## config.mk

```make
export PLATFORM = sky130hd
export DESIGN_NAME = dac_cmd_ctrl
export DESIGN_NICKNAME = d
export VERILOG_FILES = /design/src/rtl/dac_cmd_pkg.sv /design/src/rtl/dac_cmd_decode.sv /design/src/rtl/dac_chan.sv /design/src/rtl/dac_cmd_ctrl.sv
export SDC_FILE = /design/constraint.sdc
export NUM_CORES = 1
export LEC_CHECK = 0
export CELL_PAD_IN_SITES_DETAIL_PLACEMENT = 1
export CELL_PAD_IN_SITES_GLOBAL_PLACEMENT = 1
export CORE_MARGIN = 3
export CORE_UTILIZATION = 47
export DETAILED_ROUTE_END_ITERATION = 8
export DONT_BUFFER_PORTS = 1
export PLACE_DENSITY_LB_ADDON = 0.1
export SKIP_LAST_GASP = 1
export SLEW_MARGIN = 20
export SYNTH_ARGS = -nofsm -noshare
export SYNTH_HDL_FRONTEND = slang
export SYNTH_HIERARCHICAL = 1
export SYNTH_SLANG_ARGS = --single-unit
```

## constraint.sdc

```tcl
create_clock -name clk -period 3.2 [get_ports clk]
set_clock_uncertainty 0.2 [all_clocks]
set_input_delay 0.64 -clock clk [delete_from_list [all_inputs] [get_ports clk]]
set_output_delay 0.64 -clock clk [all_outputs]
set_load 0.1 [all_outputs]
```

## src/rtl/dac_cmd_pkg.sv

```systemverilog
package dac_cmd_pkg;
   typedef enum logic [3:0] {
      OP_STAGE      = 4'b0000,
      OP_XFER       = 4'b0001,
      OP_STAGE_XALL = 4'b0010,
      OP_STAGE_XFER = 4'b0011,
      OP_SLEEP      = 4'b0100,
      OP_IDLE       = 4'b1111
   } dac_op_e;

   localparam logic [3:0] ADDR_BCAST = 4'hF;
   localparam int         FIELD_W    = 16;
endpackage

```

## src/rtl/dac_cmd_decode.sv

```systemverilog
module dac_cmd_decode
   import dac_cmd_pkg::*;
#(
   parameter int NUM_CH = 8
) (
   input  logic              valid,
   input  logic [3:0]        op,
   input  logic [3:0]        addr,
   output logic [NUM_CH-1:0] stage_we,
   output logic [NUM_CH-1:0] live_we,
   output logic [NUM_CH-1:0] xfer,
   output logic [NUM_CH-1:0] wake,
   output logic [NUM_CH-1:0] sleep,
   output logic              bad
);
   logic [NUM_CH-1:0] sel;
   logic              op_ok;
   logic              addr_ok;

   always_comb begin
      for (int i = 0; i < NUM_CH; i++)
         sel[i] = (addr == ADDR_BCAST) || (addr == 4'(i));
      addr_ok = (addr == ADDR_BCAST) || (int'(addr) < NUM_CH);
      op_ok   = op inside {OP_STAGE, OP_XFER, OP_STAGE_XALL,
                           OP_STAGE_XFER, OP_SLEEP, OP_IDLE};
   end

   always_comb begin
      stage_we = '0;
      live_we  = '0;
      xfer     = '0;
      wake     = '0;
      sleep    = '0;
      bad      = valid && !(op_ok && addr_ok);
      if (valid && op_ok && addr_ok) begin
         unique case (op)
            OP_STAGE: stage_we = sel;
            OP_XFER: begin
               xfer = sel;
               wake = sel;
            end
            OP_STAGE_XALL: begin
               stage_we = sel;
               live_we  = sel;
               xfer     = ~sel;
               wake     = '1;
            end
            OP_STAGE_XFER: begin
               stage_we = sel;
               live_we  = sel;
               wake     = sel;
            end
            OP_SLEEP: sleep = sel;
            default: ;
         endcase
      end
   end
endmodule

```

## src/rtl/dac_chan.sv

```systemverilog
module dac_chan #(
   parameter int          RES_BITS = 16,
   parameter logic [RES_BITS-1:0] RST_CODE = '0
) (
   input  logic                clk,
   input  logic                rst_n,
   input  logic [RES_BITS-1:0] din,
   input  logic                stage_we,
   input  logic                live_we,
   input  logic                xfer,
   input  logic                wake,
   input  logic                sleep,
   output logic [RES_BITS-1:0] live_q,
   output logic                pd_q
);
   logic [RES_BITS-1:0] stage_q;

   always_ff @(posedge clk) begin
      if (!rst_n) begin
         stage_q <= RST_CODE;
         live_q  <= RST_CODE;
         pd_q    <= 1'b0;
      end else begin
         if (stage_we) stage_q <= din;
         if (live_we)   live_q <= din;
         else if (xfer) live_q <= stage_q;
         if (sleep)     pd_q <= 1'b1;
         else if (wake) pd_q <= 1'b0;
      end
   end

   // sleeping keeps the stored code
   p_sleep_keeps_code_r6: assert property (@(posedge clk) disable iff (!rst_n)
      (sleep && !live_we && !xfer) |=> ($stable(live_q) && pd_q));

   // a wake request ends power-down
   p_wake_clears_pd_r3: assert property (@(posedge clk) disable iff (!rst_n)
      (wake && !sleep) |=> !pd_q);
endmodule

```

## src/rtl/dac_cmd_ctrl.sv

```systemverilog
module dac_cmd_ctrl
   import dac_cmd_pkg::*;
#(
   parameter int NUM_CH          = 8,
   parameter int RES_BITS        = 16,
   parameter bit MID_SCALE_RESET = 1'b0
) (
   input  logic                       clk,
   input  logic                       rst_n,
   input  logic                       cmd_valid,
   input  logic [3:0]                 cmd_code,
   input  logic [3:0]                 cmd_addr,
   input  logic [15:0]                cmd_data,
   output logic [NUM_CH*RES_BITS-1:0] dac_code,
   output logic [NUM_CH-1:0]          pd_flag,
   output logic                       cmd_err
);
   localparam int                  DROP_W   = FIELD_W - RES_BITS;
   localparam logic [RES_BITS-1:0] RST_CODE = MID_SCALE_RESET ?
      (RES_BITS'(1) << (RES_BITS-1)) : '0;

   generate
      if (!(RES_BITS inside {12, 14, 16}))
         $error("RES_BITS must be 12, 14 or 16");
      if (NUM_CH < 1 || NUM_CH > 15)
         $error("NUM_CH must be 1..15");
   endgenerate

   logic [RES_BITS-1:0] code_in;
   logic [NUM_CH-1:0]   stage_we, live_we, xfer, wake, sleep;
   logic                bad;

   assign code_in = cmd_data[FIELD_W-1 -: RES_BITS];

   dac_cmd_decode #(.NUM_CH(NUM_CH)) u_dec (
      .valid    (cmd_valid),
      .op       (cmd_code),
      .addr     (cmd_addr),
      .stage_we (stage_we),
      .live_we  (live_we),
      .xfer     (xfer),
      .wake     (wake),
      .sleep    (sleep),
      .bad      (bad)
   );

   for (genvar g = 0; g < NUM_CH; g++) begin : g_ch
      dac_chan #(.RES_BITS(RES_BITS), .RST_CODE(RST_CODE)) u_ch (
         .clk      (clk),
         .rst_n    (rst_n),
         .din      (code_in),
         .stage_we (stage_we[g]),
         .live_we  (live_we[g]),
         .xfer     (xfer[g]),
         .wake     (wake[g]),
         .sleep    (sleep[g]),
         .live_q   (dac_code[g*RES_BITS +: RES_BITS]),
         .pd_q     (pd_flag[g])
      );
   end

   always_ff @(posedge clk) begin
      if (!rst_n) cmd_err <= 1'b0;
      else        cmd_err <= bad;
   end

   logic unused_low;
   if (DROP_W > 0) begin : g_drop
      assign unused_low = ^cmd_data[DROP_W-1:0];
   end else begin : g_nodrop
      assign unused_low = 1'b0;
   end

   // error pulse only follows a strobed command
   p_err_needs_valid_r9: assert property (@(posedge clk) disable iff (!rst_n)
      cmd_err |-> $past(cmd_valid));

   // reserved opcode or address touches no output state
   p_reserved_no_change_r9: assert property (@(posedge clk) disable iff (!rst_n)
      (cmd_valid && (!(cmd_code inside {4'h0, 4'h1, 4'h2, 4'h3, 4'h4, 4'hF}) ||
                     (cmd_addr != 4'hF && int'(cmd_addr) >= NUM_CH)))
      |=> ($stable(dac_code) && $stable(pd_flag) && cmd_err));

   // no strobe, no output movement
   p_idle_hold_r11: assert property (@(posedge clk) disable iff (!rst_n)
      !cmd_valid |=> ($stable(dac_code) && $stable(pd_flag) && !cmd_err));
endmodule

```

### After elaboration in Yosys (flattened, before gate mapping)

Cells that the tools add are included.

* bits of input ports: 27
* register bits: 265
* output and inout bits: 137
* word-level logic and storage cells: 118

* eq/ne operators: 13
* reduce and logical (&&, ||, !) cells: 36
* $lt $le $gt $ge: 1
* bitwise logic cells: 1
* mux-type cells: 42

Operators by type and width (count)
* 2-to-1 mux 16 bit: 16
* 2-to-1 mux 8 bit: 8
* case mux 8 bit (2 select lines): 2
* nonzero test 2 bit: 16
* == test 4 x 3 -> 1 bit, second input constant: 5
* == test 4 x 2 -> 1 bit, second input constant: 4
* 2-to-1 mux 1 bit: 16
* logical OR 1 bit: 9
* == test 4 x 1 -> 1 bit, second input constant: 2
* == test 4 bit, second input constant: 2
* logical NOT 4 bit: 2
* inverter 8 bit: 1
* nonzero test 6 bit: 1
* logical AND 1 bit: 4
* less-than comparator 4 bit, second input constant: 1
* OR reduction 2 bit: 2
* OR reduction 3 bit: 1
* logical NOT 1 bit: 1

### Longest topological paths before layout

Gate-level depths: netlist of run 1.

* word-level depth: 7
* mapped depth: 10

### By module

Netlist of run 1, hierarchy kept.

Modules (own cells, without submodules)
* dac_chan: area an instance 1482.7 um^2, cells an instance 125, instances 8
* dac_cmd_decode: area an instance 663.1 um^2, cells an instance 108, instances 1
* dac_cmd_ctrl: area an instance 26.3 um^2, cells an instance 2, instances 1

### Worst setup path before layout of run 1

OpenSTA, ideal clock, no wires.

* path type: input to register
* start point: input port cmd_code[2]
* end point: register g_ch[4].u_ch.live_q[10]
* stages on the path: 9
* data arrival time: 2.700 ns
* path slack: 0.184 ns
* setup time: 0.116 ns
* path through: buf_6 or4b_4 buf_6 or3_1 a211oi_2 buf_6 buf_12 mux2_4 o211a_1

* longest elaborated chain between the ends: 6
* elaborated cells between the ends (all ways): 16
* classes of those cells: eq/ne (5); mux (5); reduce/logical (6)

RTL lines
* start, declared: RTL line dac_cmd_ctrl.sv:11 `input logic [3:0] cmd_code,`
* == test 4 x 1 -> 1 bit, or another cell as far along: RTL line dac_cmd_decode.sv:24, dac_cmd_decode.sv:36
* nonzero test 6 bit: RTL line dac_cmd_decode.sv:24 `op_ok = op inside {OP_STAGE, OP_XFER, OP_STAGE_XALL,`
* logical AND 1 bit (2 in a row): RTL line dac_cmd_decode.sv:35 `if (valid && op_ok && addr_ok) begin`
* 2-to-1 mux 8 bit *: RTL line dac_cmd_decode.sv:35
* via xfer[4]: RTL line dac_cmd_ctrl.sv:30 `logic [NUM_CH-1:0] stage_we, live_we, xfer, wake, sleep;`
* nonzero test 2 bit (no source line) *
* end signal, assigned: RTL line dac_chan.sv:25 `if (live_we) live_q <= din;`
* end signal, assigned: RTL line dac_chan.sv:26 `else if (xfer) live_q <= stage_q;`
* end, declared: RTL line dac_chan.sv:13 `output logic [RES_BITS-1:0] live_q,`

Mark *: on every way through the listed nets, which the timed path passes. The rest lies on a longest branch.
A chain may end at the register's enable or synchronous reset.

### Worst setup path after layout of run 1

* start point: input port cmd_code[0]
* end point: register g_ch[4].u_ch.live_q[13]

The elaborated chain is that of the path after synthesis.

==> flow_metrics.py, run 1 <==
metrics = {
    "status": {
        "status": "complete, no violations",
    },
    "floorplanning": {
        "die_w_um": 169,
        "fp.dieH_um": 169,
        "num_rows": 59,
        "ios": 164,
        "core-area_um2": 26100,
        "design.die.area_um2": 28700,
        "initial_core_util_pct": 48.0,
    },
    "cells_and_area": {
        "final_layout_size_suffix_gt1_share_pct": 21.9,
        "multiInputGateArea_um2": 6760,
        "nets": 1115,
        "n_fill_cell": 2713,
        "regArea_um2": 5310,
        "areaGrowthSynthToFinish_pct": 10.7,
        "design_area_um2": 13900,
    },
    "clock_network": {
        "cts-buffers-inserted": 29,
        "cts_hold_buf": 0,
        "post_cts_buffers": 0,
        "worstSkewPairLatency_ps": 530,
        "ctsResizeCount": 0,
        "cts_sinks": 265,
        "htree_levels": 1,
        "cts_tree": "done",
        "cts_max_path_buffers": 3,
        "cts.clk_slew.worst_paths_ps": 60,
        "cts_root_buf": "clkbuf_16",
    },
    "placement": {
        "gp_congestion": 0.721,
        "place_hpwl_um": 19400,
        "io_buffers": 0,
        "placed_area_um2": 12900,
    },
    "routing": {
        "via_count": 8188,
        "ant_nets": 0,
        "post_drt_wl_per_cell_um": 22.7,
        "drt-initial-drc-count": 429,
        "drt_wl_total_um": 32800,
        "vias_per_cell": 5.67,
        "drc_errors": 0,
        "drt_pass1_iterations": 5,
    },
    "power": {
        "power_uw": 7120,
        "p_per_area_nw_per_um2": 513,
        "max-vdd-ir-drop_mv": 0.481,
        "p_leak_uw": 0.00618,
    },
    "critical_path": {
        "startpoint": "cmd_code[0]",
        "crit_path_start_kind": "primary input",
        "crit_chain": "or4b_4 -> or3_1 -> a211oi_4 -> buf_12 -> mux2_2 -> o211a_1",
        "path_max_fanout": 16,
        "cpPeakStageDelay_ps": 620,
        "crit_slowest_cell": "or4b_4",
        "reg2reg_from": "g_ch[2].u_ch/live_q[12]",
        "worstPathArrival_ps": 2750,
        "cp.required_ps": 3420,
        "crit_buf_inv": 1,
        "path_class": "in -> reg",
        "cpLargestDelayFamily": "simple AND/OR/NAND/NOR gates",
        "crit_path_end_kind": "flop",
    },
    "synth": {
        "synthesis.nets": 1137,
        "postSynth.asyncResetShare_pct": 0,
        "synth_cell_type_count": 46,
        "ys.warnings.count": 6,
        "syn_avg_cell_area_um2": 11.3,
        "synthCells": 1110,
        "synth_edf_count": 0,
        "synth.cell_area_um2": 12600,
        "synth_flop_cell": "dfxtp_1",
        "ys_ff_latch": 265,
        "yosysSeqAreaShare_pct": 42.3,
    },
    "min_path": {
        "worstHoldPathType": "in -> reg",
        "hold_path.startpoint": "rst_n",
    },
    "global_routing": {
        "grt_pass1_wl_um": 50200,
        "overflow": 0,
        "first_global_vias": 8483,
        "grt_usage_pct": 22.1,
        "antenna_found_initial": 1,
        "grt_max_degree": 266,
    },
    "sta": {
        "fin_crit_sh_pct": 79.1,
        "worst_slew_pin_slew_ps": 1070,
        "finalMaxSlewViolations": 0,
        "slew_headroom_pct": 28.7,
        "fmax_mhz": 395,
        "rsz0062_at_grt": "no",
        "period_needed_ps": 2530,
        "setup_tns_ps": 0,
        "finalSetupViolations": 0,
        "finalHoldViolations": 0,
    },
    "run": {
        "cap_violations": 0,
    },
}
==> cell families after synthesis <==
group,count (synthesis),share of synthesized area (%)
AO/OA/AOI/OAI,166,12.3
XOR/XNOR,3,0.209
buffers and inverters,95,4.99
flip-flops,265,42.3
multiplexers,256,24.1
AND/OR/NAND/NOR,325,16.1
==> synthesized netlist by cell type, drive strengths merged, types with 2 or more instances <==
cell      n  area share (%)
a31o      2            0.14
nor2     19            0.57
nor4b     5            0.40
mux2    128              14
nor2b   136             6.8
o21a     11            0.66
nor3      5            0.20
nand3     5            0.20
or3       4            0.20
nand2b  120             6.0
inv       4            0.12
nand4     4            0.20
mux2i   128              10
and2      2            0.10
or2b      9            0.54
dfxtp   265              42
a211oi    8            0.52
nand2     2           0.060
nor3b     2            0.12
o21ai     4            0.16
clkbuf   35             1.0
o211a   128              10
nor4      5            0.25
xnor2     2            0.14
nand4b    2            0.14
buf      56             3.8
a21oi     8            0.32
==> state kept, by name, summed over array words and instances (netlist names) <==
name	count
cmd_err	1
g_ch.u_ch/stage_q	128
g_ch.u_ch/live_q	128
g_ch.u_ch/pd_q	8
==> routing by layer <==
metal,vias to the layer above,wire [µm],part of all wire [%],track usage (%)
met3,29,2230,6.8,6.50
met4,0,459,1.4,3.56
met5,-,0,0,0
met2,149,15600,48,37.0
li1,3870,-,-,-
met1,4140,14500,44,29.1
==> worst paths after layout <==
check | end | slack (ps) | cells past startpoint
worst max-delay path | g_ch[4].u_ch/live_q[13] | 670 | 6
worst max register to register | g_ch[2].u_ch/live_q[12] | 1470 | 2
worst min register to register | g_ch[2].u_ch/stage_q[12] | 320 | 2
worst min-delay path | g_ch[3].u_ch/stage_q[3] | 70 | 1
==> power breakdown <==
| part | internal, µW | switching (µW) |
|---|---|---|
| logic | 97.4 | 69.7 |
| clock network | 2240 | 1330 |
| registers | 3310 | 69.1 |
| total | 5650 | 1470 |
==> final cells by class <==
type                            count  share of cell area, %
Sequential cell                   265                   38.2
Inverter                            4                  0.108
Clock buffer                       41                   6.12
Timing Repair Buffer               38                   2.59
Clock inverter                     11                   1.31
Multi-Input combinational cell    750                   48.6
Antenna cell                        1                 0.0180
Tap cell                          335                   3.02
==> stage by stage <==
step,utilization (%),std cells,hold WS [ps],setup slack [ps]
after floorplan,-,1110,277,184
after global placement,49.2,1392,293,160
after detailed placement,49.2,1392,303,150
after CTS,53.2,1444,39.6,698
after global routing,53.2,1444,41.5,632
final,53.2,1445,65.1,667
==> cells in the final DEF, fill, tap and decap left out, drive strengths merged, types with 2 or more instances in the layout <==
master	count
and2	2
xnor2	2
nor2	19
nor4b	5
a21oi	8
mux2i	128
nor3b	2
clkinv	5
nand3	5
clkbuf	41
nand2b	120
dfxtp	265
or3	4
o21a	11
bufinv	5
o211a	128
a31o	2
mux2	128
nor3	5
nand4	4
nand4b	2
inv	4
o21ai	4
a211oi	8
buf	38
nor4	5
nor2b	136
or2b	9
nand2	2
Note: power is estimated with default switching activity, not from simulation.
==> inputs of run 2 (changes only) <==
clock period = 2.43 ns   (was 3.2 ns; I/O delays follow)
==> flow_metrics.py, run 2 (synthesis results as in run 1) <==
metrics = {
    "clock_network": {
        "cts_hold_buf": 151,
        "cts_root_buf": "clkbuf_16",
        "htree_levels": 1,
        "worstSkewPairLatency_ps": 540,
        "cts_max_path_buffers": 3,
        "cts-buffers-inserted": 30,
        "cts_sinks": 265,
        "cts_tree": "done",
        "cts.clk_slew.worst_paths_ps": 60,
    },
    "min_path": {
        "min_to": "g_ch[3].u_ch/live_q[5]",
        "hold_path.startpoint": "rst_n",
        "hold_path_depth": 1,
        "worstHoldPathType": "in -> reg",
    },
    "routing": {
        "vias_per_cell": 5.53,
        "drt-initial-drc-count": 585,
        "post_drt_wl_per_cell_um": 23.5,
        "drc_errors": 0,
        "drt_wl_total_um": 41300,
        "drt_pass1_iterations": 5,
        "ant_nets": 0,
        "via_count": 9730,
    },
    "placement": {
        "placed_area_um2": 14200,
        "place_hpwl_um": 20700,
        "dp.cells": 1543,
        "place_ws_ps": -420,
        "gp_congestion": 0.766,
        "io_buffers": 0,
    },
    "critical_path": {
        "reg2reg_from": "g_ch[5].u_ch/live_q[10]",
        "crit_path_end_kind": "flop",
        "worstPathArrival_ps": 2660,
        "reg2reg_slack_ps": 470,
        "crit_path_start_kind": "primary input",
        "rr_endpoint": "g_ch[5].u_ch/live_q[10]",
        "path_max_fanout": 9,
        "r2r_cells": 4,
        "cp.required_ps": 2660,
        "path_class": "in -> reg",
    },
    "sta": {
        "finalSetupViolations": 1,
        "slew_headroom_pct": 29.4,
        "finalMaxSlewViolations": 0,
        "fmax_mhz": 411,
        "holdWs_ps": -98.3,
        "fin_crit_sh_pct": 100,
        "period_needed_ps": 2430,
        "finalHoldViolations": 29,
        "worst_slew_pin_slew_ps": 1060,
        "rsz0062_at_grt": "yes",
        "layout_setup_ws_ps": -1.13,
    },
    "cells_and_area": {
        "stdcell_count": 1759,
        "design_area_um2": 16800,
        "nets": 1430,
        "mostFrequentLayoutCell": "dfxtp_1",
        "layout_common_cells": "265 x dfxtp_1, 178 x buf_4, 151 x dlygate4sd3_1",
        "final_layout_size_suffix_gt1_share_pct": 28.7,
        "reg_top3": "g_ch.u_ch/live_q: 128 flops, g_ch.u_ch/stage_q: 128 flops, g_ch.u_ch/pd_q: 8 flops",
        "areaGrowthSynthToFinish_pct": 34.2,
    },
    "global_routing": {
        "grt_use_met3_pct": 6.08,
        "overflow": 0,
        "antenna_found_initial": 5,
        "grt_most_used_layer": "met2",
        "grt_pass1_wl_um": 61800,
        "use_met1_pct": 35.6,
        "grt_max_degree": 266,
        "grt_usage_pct": 27.7,
        "first_global_vias": 10239,
        "use_met2_pct": 47.3,
    },
    "power": {
        "p_per_area_nw_per_um2": 552,
        "max-vdd-ir-drop_mv": 0.423,
        "power_uw": 9300,
        "p_leak_uw": 0.00814,
    },
    "floorplanning": {
        "num_rows": 59,
        "fp.dieH_um": 169,
        "core-area_um2": 26100,
        "initial_core_util_pct": 48.0,
        "ios": 164,
        "design.die.area_um2": 28700,
        "die_w_um": 169,
    },
    "run": {
        "cap_violations": 0,
    },
    "status": {
        "status": "finished, violations left",
        "violations": "negative hold slack, negative setup slack",
    },
}
run 2: changes by cell type in the layout (fill, tap and decap cells not counted), sizes merged:
cell         previous run  this run
buf                    38       199
bufinv                  5         1
clkbuf                 41        47
clkinv                  5         6
clkinvlp                1         0
dlygate4sd3             0       151
run 2: worst max-delay path by stage:
stage	endpoint	startpoint	depth (start not counted)	slack [ps]
finish	g_ch[5].u_ch/live_q[10]	cmd_code[1]	8	-1
global route	g_ch[5].u_ch/live_q[10]	cmd_code[1]	8	-60
CTS	g_ch[5].u_ch/live_q[10]	cmd_code[1]	8	20
detailed placement	g_ch[3].u_ch/live_q[1]	cmd_code[0]	7	-420
global placement	g_ch[3].u_ch/live_q[13]	cmd_code[0]	7	-400
floorplan	g_ch[4].u_ch/live_q[10]	cmd_code[2]	9	-390
run 2: area by class of cell:
cell class | count | area, µm²
well taps | 335 | 419
flip-flops and latches | 265 | 5310
multi-input cells | 750 | 6820
clock buffers | 45 | 918
clock inverters | 7 | 60.1
repair buffers | 352 | 3310
inverters | 4 | 15.0
diodes | 1 | 2.50
fillers | 2658 | 9280
run 2: critical path, stage by stage:
cell,delay (ps)
nor4b_4,270
buf_6,170
nand4b_1,160
a211oi_4,320
buf_12,160
mux2_4,300
o211a_1,220
dlygate4sd3_1,560
run 2: per-layer routing:
metal / share of wire, % / vias up
met5: 0.031 / -
met4: 2.9 / 2
li1: - / 4502
met2: 48 / 230
met3: 5.7 / 53
met1: 43 / 4943
run 2: where the power goes:
part	internal, µW	switching, µW	leakage (µW)
Sequential	4360	9.44	0.00213
Clock	2680	1790	0.000490
Combinational	183	266	0.00551
Total	7230	2070	0.00814
run 2: timing repair:
item                                    in CTS  in global routing
hold endpoints to repair                   265                107
resized for setup                            0                  9
endpoints found under the setup margin       0                 10
setup buffers                                0                 10
run 2: stage by stage:
stage,TNS [ps],util [%]
after detailed placement,-32650,54.3
after global placement,-32050,54.3
final,-1.13,64.5
after floorplan,-33370,-
after global routing,-64.5,64.5
after CTS,0,63.8
